[src/rtl/chan_csr_pkg.sv]
package chan_csr_pkg;
   localparam int CSR_W   = 32;
   localparam int ERR_NUM = 4;

   localparam int OFS_CTRL = 'h0;
   localparam int OFS_STAT = 'h4;
   localparam int OFS_CUR  = 'hC;
   localparam int OFS_NEXT = 'h10;

   localparam int CB_EN     = 0;
   localparam int CB_RESUME = 1;
   localparam int CB_IE_EOT = 2;
   localparam int CB_IE_EOC = 3;
   localparam int CB_IE_ERR = 4;

   localparam int SB_BUSY = 10;
   localparam int SB_EOT  = 9;
   localparam int SB_EOC  = 8;

   typedef enum logic [2:0] {
      SEL_NONE,
      SEL_CTRL,
      SEL_STAT,
      SEL_CUR,
      SEL_NEXT
   } csr_sel_e;

   // status bit position of each engine error strobe
   function automatic int err_pos(input int idx);
      case (idx)
         0:       return 1;
         1:       return 2;
         2:       return 3;
         default: return 5;
      endcase
   endfunction
endpackage

[src/rtl/chan_csr_decode.sv]
module chan_csr_decode
   import chan_csr_pkg::*;
#(
   parameter int ADDR_W = 8
) (
   input  logic [ADDR_W-1:0] addr,
   output csr_sel_e          sel
);
   always_comb begin
      if (addr == ADDR_W'(OFS_CTRL))      sel = SEL_CTRL;
      else if (addr == ADDR_W'(OFS_STAT)) sel = SEL_STAT;
      else if (addr == ADDR_W'(OFS_CUR))  sel = SEL_CUR;
      else if (addr == ADDR_W'(OFS_NEXT)) sel = SEL_NEXT;
      else                                sel = SEL_NONE;
   end
endmodule

[src/rtl/chan_csr_ctrl.sv]
module chan_csr_ctrl #(
   parameter int DESC_W = 32
) (
   input  logic              clk,
   input  logic              rst_n,
   input  logic              wr_ctrl,
   input  logic              wr_next,
   input  logic              w_en,
   input  logic              w_resume,
   input  logic              w_ie_eot,
   input  logic              w_ie_eoc,
   input  logic              w_ie_err,
   input  logic [DESC_W-1:0] w_desc,
   output logic              en_q,
   output logic              ie_eot_q,
   output logic              ie_eoc_q,
   output logic              ie_err_q,
   output logic              resume_q,
   output logic [DESC_W-1:0] next_q
);
   always_ff @(posedge clk or negedge rst_n) begin
      if (!rst_n) begin
         en_q     <= 1'b0;
         ie_eot_q <= 1'b0;
         ie_eoc_q <= 1'b0;
         ie_err_q <= 1'b0;
         resume_q <= 1'b0;
      end else begin
         resume_q <= wr_ctrl && w_resume && w_en;
         if (wr_ctrl) begin
            en_q     <= w_en;
            ie_eot_q <= w_ie_eot;
            ie_eoc_q <= w_ie_eoc;
            ie_err_q <= w_ie_err;
         end
      end
   end

   always_ff @(posedge clk or negedge rst_n) begin
      if (!rst_n)       next_q <= '0;
      else if (wr_next) next_q <= w_desc;
   end
endmodule

[src/rtl/chan_csr_status.sv]
module chan_csr_status
   import chan_csr_pkg::*;
#(
   parameter bit XOR_MODE = 1'b0
) (
   input  logic               clk,
   input  logic               rst_n,
   input  logic               set_eot,
   input  logic               set_eoc,
   input  logic [ERR_NUM-1:0] set_err,
   input  logic               clr_eot,
   input  logic               clr_eoc,
   input  logic [ERR_NUM-1:0] clr_err,
   input  logic               ie_eot,
   input  logic               ie_eoc,
   input  logic               ie_err,
   output logic               eot_q,
   output logic               eoc_q,
   output logic [ERR_NUM-1:0] err_q,
   output logic               irq
);
   always_ff @(posedge clk or negedge rst_n) begin
      if (!rst_n)       eot_q <= 1'b0;
      else if (set_eot) eot_q <= 1'b1;
      else if (clr_eot) eot_q <= 1'b0;
   end

   always_ff @(posedge clk or negedge rst_n) begin
      if (!rst_n)       eoc_q <= 1'b0;
      else if (set_eoc) eoc_q <= 1'b1;
      else if (clr_eoc) eoc_q <= 1'b0;
   end

   for (genvar i = 0; i < ERR_NUM; i++) begin : g_err
      if (XOR_MODE && (i != ERR_NUM-1)) begin : g_absent
         assign err_q[i] = 1'b0;
      end else begin : g_sticky
         always_ff @(posedge clk or negedge rst_n) begin
            if (!rst_n)          err_q[i] <= 1'b0;
            else if (set_err[i]) err_q[i] <= 1'b1;
            else if (clr_err[i]) err_q[i] <= 1'b0;
         end
      end
   end

   assign irq = (eot_q & ie_eot) | (eoc_q & ie_eoc) | ((|err_q) & ie_err);
endmodule

[src/rtl/chan_csr_regs.sv]
module chan_csr_regs
   import chan_csr_pkg::*;
#(
   parameter int ADDR_W   = 8,
   parameter int DESC_W   = 32,
   parameter bit XOR_MODE = 1'b0
) (
   input  logic               clk,
   input  logic               rst_n,
   input  logic               csr_wr,
   input  logic [ADDR_W-1:0]  csr_addr,
   input  logic [CSR_W-1:0]   csr_wdata,
   output logic [CSR_W-1:0]   csr_rdata,
   input  logic               eng_busy,
   input  logic               eng_eot,
   input  logic               eng_eoc,
   input  logic [ERR_NUM-1:0] eng_err,
   input  logic [DESC_W-1:0]  eng_cur_desc,
   output logic               chan_en,
   output logic               chan_resume,
   output logic [DESC_W-1:0]  next_desc,
   output logic               irq
);
   if (ADDR_W < 5 || ADDR_W > 16) begin : g_bad_addr
      $error("chan_csr_regs: ADDR_W must lie in 5..16");
   end
   if (DESC_W < 1 || DESC_W > CSR_W) begin : g_bad_desc
      $error("chan_csr_regs: DESC_W must lie in 1..32");
   end

   csr_sel_e           sel;
   logic               ie_eot, ie_eoc, ie_err;
   logic               eot_q, eoc_q;
   logic [ERR_NUM-1:0] err_q;
   logic [ERR_NUM-1:0] clr_err;
   logic               wr_stat;

   chan_csr_decode #(.ADDR_W(ADDR_W)) u_dec (
      .addr (csr_addr),
      .sel  (sel)
   );

   chan_csr_ctrl #(.DESC_W(DESC_W)) u_ctrl (
      .clk      (clk),
      .rst_n    (rst_n),
      .wr_ctrl  (csr_wr && sel == SEL_CTRL),
      .wr_next  (csr_wr && sel == SEL_NEXT),
      .w_en     (csr_wdata[CB_EN]),
      .w_resume (csr_wdata[CB_RESUME]),
      .w_ie_eot (csr_wdata[CB_IE_EOT]),
      .w_ie_eoc (csr_wdata[CB_IE_EOC]),
      .w_ie_err (csr_wdata[CB_IE_ERR]),
      .w_desc   (csr_wdata[DESC_W-1:0]),
      .en_q     (chan_en),
      .ie_eot_q (ie_eot),
      .ie_eoc_q (ie_eoc),
      .ie_err_q (ie_err),
      .resume_q (chan_resume),
      .next_q   (next_desc)
   );

   assign wr_stat = csr_wr && sel == SEL_STAT;

   for (genvar i = 0; i < ERR_NUM; i++) begin : g_clr
      localparam int POS = err_pos(i);
      assign clr_err[i] = wr_stat && csr_wdata[POS];
   end

   chan_csr_status #(.XOR_MODE(XOR_MODE)) u_stat (
      .clk     (clk),
      .rst_n   (rst_n),
      .set_eot (eng_eot),
      .set_eoc (eng_eoc),
      .set_err (eng_err),
      .clr_eot (wr_stat && csr_wdata[SB_EOT]),
      .clr_eoc (wr_stat && csr_wdata[SB_EOC]),
      .clr_err (clr_err),
      .ie_eot  (ie_eot),
      .ie_eoc  (ie_eoc),
      .ie_err  (ie_err),
      .eot_q   (eot_q),
      .eoc_q   (eoc_q),
      .err_q   (err_q),
      .irq     (irq)
   );

   logic [CSR_W-1:0] stat_word;
   always_comb begin
      stat_word          = '0;
      stat_word[SB_BUSY] = eng_busy;
      stat_word[SB_EOT]  = eot_q;
      stat_word[SB_EOC]  = eoc_q;
      for (int i = 0; i < ERR_NUM; i++) stat_word[err_pos(i)] = err_q[i];
   end

   logic [CSR_W-1:0] ctrl_word;
   always_comb begin
      ctrl_word            = '0;
      ctrl_word[CB_EN]     = chan_en;
      ctrl_word[CB_IE_EOT] = ie_eot;
      ctrl_word[CB_IE_EOC] = ie_eoc;
      ctrl_word[CB_IE_ERR] = ie_err;
   end

   always_comb begin
      case (sel)
         SEL_CTRL: csr_rdata = ctrl_word;
         SEL_STAT: csr_rdata = stat_word;
         SEL_CUR:  csr_rdata = CSR_W'(eng_cur_desc);
         SEL_NEXT: csr_rdata = CSR_W'(next_desc);
         default:  csr_rdata = '0;
      endcase
   end
endmodule

[config.mk]
export PLATFORM = sky130hd
export DESIGN_NAME = chan_csr_regs
export DESIGN_NICKNAME = d
export VERILOG_FILES = /design/src/rtl/chan_csr_pkg.sv /design/src/rtl/chan_csr_decode.sv /design/src/rtl/chan_csr_ctrl.sv /design/src/rtl/chan_csr_status.sv /design/src/rtl/chan_csr_regs.sv
export SDC_FILE = /design/constraint.sdc
export NUM_CORES = 1
export LEC_CHECK = 0
export ABC_CLOCK_PERIOD_IN_PS = 1100
export BUFFER_PORTS_ARGS = -buffer_cell sky130_fd_sc_hd__buf_2
export CAP_MARGIN = 10
export CORE_MARGIN = 2
export CORE_UTILIZATION = 37
export CTS_CLUSTER_DIAMETER = 120
export DETAILED_ROUTE_END_ITERATION = 16
export GPL_ROUTABILITY_DRIVEN = 0
export GPL_TIMING_DRIVEN = 0
export HOLD_SLACK_MARGIN = 0.03
export PLACE_DENSITY = 0.77
export SYNTH_ARGS = -nofsm -noshare
export SYNTH_HDL_FRONTEND = slang
export SYNTH_SLANG_ARGS = --single-unit
export TNS_END_PERCENT = 5
[constraint.sdc]
create_clock -name clk -period 1.1 [get_ports clk]
set_input_delay 0.055 -clock clk [delete_from_list [all_inputs] [get_ports clk]]
set_output_delay 0.055 -clock clk [all_outputs]
set_load 0.01 [all_outputs]
; After elaboration in Yosys (flattened, before gate mapping)
; Index checks and enable logic that the tools add are counted.
[totals]
word_cells = 60
ff_bits = 43
[classes]
n_reduce_logical = 19
n_bitwise = 5
mux = 17
eq_ne = 7
[op_table]
columns = op, n
row1 = $pmux W32 S4, 1
row2 = $mux W1, 12
row3 = $mux W3, 4
row4 = $reduce_bool A2 Y1, 6
row5 = $logic_and A1 B1 Y1, 11
row6 = $eq A8 B3 Y1 const B, 1
row7 = $eq A8 B4 Y1 const B, 1
row8 = $eq A8 B5 Y1 const B, 1
row9 = $logic_not A8 Y1, 1
row10 = $eq A3 B2 Y1 const B, 2
row11 = $reduce_or A4 Y1, 1
row12 = $and A1 B1 Y1, 3
row13 = $eq A3 B1 Y1 const B, 1
row14 = $eq A3 B3 Y1 const B, 1
row15 = $or A1 B1 Y1, 2

; Depth between registers and ports, before layout
[logic_depth]
ltp_word = 10
ltp_mapped = 5
depth_no_buf = 3

; Modules after synthesis
; A second synthesis with hierarchy kept.
[unflattened]
hier_cells = 176
area_unflattened_um2 = 2437.3
[by_module_without_submodules]
columns = mod, cells_each, seq_area_each_um2, area_per_inst_um2, n_inst
row1 = chan_csr_ctrl, 78, 925.9, 1521.5, 1
row2 = chan_csr_regs, 69, 0.0, 613.1, 1
row3 = chan_csr_status, 21, 150.1, 246.5, 1
row4 = chan_csr_decode, 8, 0.0, 56.3, 1

; Worst setup path before layout
; No wires, ideal clock.
[synth_timing]
kind = in2reg
startpoint = in csr_addr[3]
endpoint = reg u_ctrl.next_q[10]
cell_stages = 5
setup_ns = 0.127
t_required_ns = 0.973
arrival_ns = 1.204
path_slack_ns = -0.231
cell_sequence = nor4_4 and4_1 buf_4 buf_6 mux2_1
[synth_between]
elab_chain_len = 7
elab_cells_between_ends = 10
classes_between = eq/ne (4) / mux (4) / reduce/logical (2)
[synth_lines]
columns = element, line
row1 = "start, declared", chan_csr_regs.sv:11  ; input logic [ADDR_W-1:0] csr_addr,
row2 = $eq A8 B5 Y1, chan_csr_decode.sv:13  ; else if (addr == ADDR_W'(OFS_NEXT)) sel = SEL_NEXT;
row3 = $mux W3, chan_csr_decode.sv:13
row4 = $mux W3, chan_csr_decode.sv:12  ; else if (addr == ADDR_W'(OFS_CUR)) sel = SEL_CUR;
row5 = $mux W3, chan_csr_decode.sv:11  ; else if (addr == ADDR_W'(OFS_STAT)) sel = SEL_STAT;
row6 = $mux W3 *, chan_csr_decode.sv:10  ; if (addr == ADDR_W'(OFS_CTRL)) sel = SEL_CTRL;
row7 = $eq A3 B3 Y1 *, chan_csr_regs.sv:47  ; .wr_next (csr_wr && sel == SEL_NEXT),
row8 = $logic_and A1 B1 Y1 *, chan_csr_regs.sv:47
row9 = "end signal, assigned", chan_csr_ctrl.sv:41  ; else if (wr_next) next_q <= w_desc;
row10 = "end, declared", chan_csr_ctrl.sv:19  ; output logic [DESC_W-1:0] next_q
; Every way passes the cells marked *; elsewhere a longest branch is shown, timed or not.
; A chain may end at the register's enable or synchronous reset.

; Worst setup path in the final report
[layout_timing]
startpoint = reg u_stat.err_q[2]
endpoint = out irq
[layout_between]
elab_chain_len = 3
[layout_lines]
columns = element, line
row1 = "start, declared", chan_csr_status.sv:19  ; output logic [ERR_NUM-1:0] err_q,
row2 = "start signal, assigned by index", chan_csr_status.sv:39  ; if (!rst_n) err_q[i] <= 1'b0;
row3 = "start signal, assigned by index", chan_csr_status.sv:40  ; else if (set_err[i]) err_q[i] <= 1'b1;
row4 = "start signal, assigned by index", chan_csr_status.sv:41  ; else if (clr_err[i]) err_q[i] <= 1'b0;
row5 = $reduce_or A4 Y1, chan_csr_status.sv:46  ; assign irq = (eot_q & ie_eot) | (eoc_q & ie_eoc) | ((|err_q) & ie_err);
row6 = $and A1 B1 Y1, chan_csr_status.sv:46
row7 = $or A1 B1 Y1, chan_csr_status.sv:46
row8 = "end, declared", chan_csr_regs.sv:22  ; output logic irq
; No other way between the ends.

==> results.tsv <==
stage	metric	value	unit
outcome	outcome	finished, violations left	
outcome	failing checks	negative hold slack, negative setup slack	
sta	Post-Route Skew	0	ps
sta	endpoints failing hold	43	
floorplanning	Die Span Y	80.2	um
cts	CTS H-tree depth	2	
route	routed via count	2277	
sta	Final WS setup	-216	ps
cells_and_area	share of cells above drive strength 1	0.610	
power	Leak	2.07	nW
route	DRC violations left	0	
sta	total negative slack	-9320	ps
route	final wirelength	7990	um
global_routing	global-route wire length before repair	11300	um
floorplanning	Core ar.	5570	um^2
synth	Synth Area in XOR/XNOR	0	
worst_setup_path	crit path launch	u_stat.err_q[2]$_DFFE_PN0P_	
power	Gate power share	0.189	
worst_setup_path	RR Endpoint	u_ctrl.next_q[10]$_DFFE_PN0P_	
sta	Hold Slack	-83.3	ps
route	DR vias/cell	5.19	
cts	CTS Root Cell	clkbuf_8	
route	antenna-violating nets left	0	
floorplanning	row count	27	
floorplanning	Top Ports	149	
cells_and_area	Filler Cells Inserted	421	
synth	Seq/Total Area, Yosys	0.500	
worst_setup_path	CP Data Required Time	1040	ps
cells_and_area	utilization after layout	0.693	
power	Final Power	0.00326	W
synth	Post-synth EDFFs	0	
cells_and_area	Layout area overhead	79.7	%
global_routing	pin count of the biggest net entering global routing	44	
cts	TritonCTS buffer count	5	
synth	top post-synthesis cells by area	dfrtp_1, mux2_1, a22o_1, mux2i_1, mux2_2	
cells_and_area	antenna cell count	0	
floorplanning	Initial Utilization	0.386	
cts	Clock transition at path regs	80	ps
global_routing	total track usage	0.231	
worst_setup_path	CP Max Fanout	2	
synth	post-synthesis mux area share	0.230	
floorplanning	Chip Width	80.2	um
synth	Yosys reg bits	43	
synth	Distinct cells, synth	26	
worst_hold_path	HP Class	in -> async	
placed_design	IO buf count	148	
synth	YS warnings	0	
power	Max VDD drop	0.658	mV
synth	synthesized instance count	164	
synth	Synth area leader	dfrtp_1	
synth	largest family of logic cells by synthesized area	multiplexers	
global_routing	gr ovfl total	0	
worst_setup_path	Crit Reg-Reg Startpoint	u_ctrl.next_q[10]$_DFFE_PN0P_	
sta	# setup viols final	64	
route	routed len/inst	18.2	um
sta	Slew Limit Fails	0	
cts	Clock Latency Late Sink	290	ps
power	sw power	0.000830	W
synth	Adder-Cell Fraction of Synth Area	0	
power	P_int	0.00243	W
flow_run	Max Cap Viol	0	
synth	Synth Area in Simple Gates	0.0756	
sta	Tcrit/Tclk final	1.20	
synth	Synth top area share	0.500	
power	Seq pwr share	0.520	
worst_setup_path	CP Launch Type	flip-flop	
cts	Sink Count	43	
synth	Post-Syn Nets	246	
global_routing	vias in the first global route	2336	
synth	Synth Area in Compound Gates	0.153	
synth	Synth Area per Inst	13.1	um^2
cells_and_area	fin nets	450	
global_routing	antenna violations before repair	0	
floorplanning	die area	6440	um^2
power	clock network fraction of design power	0.291	
cts	CTS tree	done	
synth	post-synthesis cell area	2150	um^2
placed_design	Post-DP HPWL	4900	um
sta	Max Clock Freq	0.760	GHz
sta	Final min period	1320	ps
cells_and_area	commonest non-fill, non-tap cell in the layout	buf_2	
worst_setup_path	Crit. End Element	primary output	
worst_setup_path	Setup crit end	irq	
worst_setup_path	critical path class	reg -> out	
worst_setup_path	Reg2Reg Depth	1	
worst_setup_path	internal reg-to-reg setup slack	290	ps
cells_and_area	fin area	3860	um^2
power	sw frac	0.254	
route	drt initial violations	64	
sta	worst slew pin tran	975	ps
cells_and_area	commonest cells after routing, fill and taps aside	buf_2, dfrtp_1, dlygate4sd3_1	
synth	ys flop type	dfrtp_1	
worst_setup_path	CP Data Arrival Time	1260	ps
synth	FFs w/ async S/R, synth	1.00	
placed_design	Placed Area	2990	um^2
sta	Slew HR	0.350	
cts	clk buf depth	2	
route	DRT Pass-1 Iters	4	
power	PD cells	844	nW/um^2
sta	RSZ-0062 raised after global routing	yes	
-- cell type report --
class                           instances  area (um^2)  share of cell area
Timing Repair Buffer                  197         1270               0.330
Multi-Input combinational cell        109         1180               0.305
Sequential cell                        43         1080               0.278
Buffer                                 12          174              0.0450
Tap cell                               72         90.1              0.0233
Clock buffer                            6         72.6              0.0188
-- cell families after synthesis --
group,Yosys count
mux,45
buf+inv,12
simple gates,25
flops,43
compound gates,39
-- metrics by stage --
| stage | cells | worst slack (ps) |
|---|---|---|
| after floorplan | 164 | -231 |
| after global placement | 384 | -576 |
| after detailed placement | 384 | -608 |
| after CTS | 436 | -200 |
| after global routing | 439 | -274 |
| final | 439 | -216 |
-- critical path, cell delays in order (launching register included) --
cell	delay (ps)
dfrtp_1	390
o41ai_2	320
nand2_1	100
buf_2	150
-- flip-flops by register name, summed over array words and instances (netlist names) --
register,count
u_ctrl.next_q,32
u_stat.err_q,4
u_ctrl.en_q,1
u_ctrl.ie_eoc_q,1
u_ctrl.ie_eot_q,1
u_ctrl.ie_err_q,1
u_ctrl.resume_q,1
u_stat.eoc_q,1
u_stat.eot_q,1
-- power by group through the flow --
stage | clock network, W | logic (W) | registers (W)
2_1_floorplan | 0 | 0.000102 | 0.00174
3_3_place_gp | 0 | 0.000398 | 0.00172
3_5_place_dp | 0 | 0.000410 | 0.00172
4_1_cts | 0.000954 | 0.000566 | 0.00169
5_1_grt | 0.00104 | 0.000655 | 0.00170
6_report | 0.000948 | 0.000616 | 0.00170
-- repair_timing --
action / in CTS / in global routing
hold endpoints to repair: 82 / 44
buffers inserted: 9 / 1
pin swaps: 16 / 11
hold buffers: 37 / 1
endpoints found under the setup margin: 71 / 69
gates cloned: 0 / 1
resized for setup: 48 / 29
-- worst min-delay path by stage --
stage,endpoint,startpoint,slack [ps]
after floorplan,u_ctrl.en_q$_DFFE_PN0P_,rst_n,-240
after global placement,u_stat.err_q[3]$_DFFE_PN0P_,eng_err[3],230
after detailed placement,u_stat.err_q[3]$_DFFE_PN0P_,eng_err[3],240
after CTS,u_ctrl.next_q[8]$_DFFE_PN0P_,rst_n,-40
after global routing,u_ctrl.next_q[29]$_DFFE_PN0P_,rst_n,-0.9
final,u_ctrl.next_q[29]$_DFFE_PN0P_,rst_n,-80
-- layer usage --
layer | routed length, um | up-vias | track usage
met5 | 0 | - | 0
met4 | 148 | 0 | 0.0559
met3 | 453 | 17 | 0.0449
met2 | 4200 | 100 | 0.453
met1 | 3190 | 1113 | 0.250
li1 | - | 1047 | -
-- synth_stat cells, drive strengths merged, types with 2 or more instances --
master	instances
o22ai	2
buf	11
and3	3
nand2	4
nand4	8
dfrtp	43
a21o	6
nand3	3
nor4	2
a22o	23
mux2i	9
o2bb2ai	5
mux2	36
No activity file was read; power rests on OpenSTA's default activity.
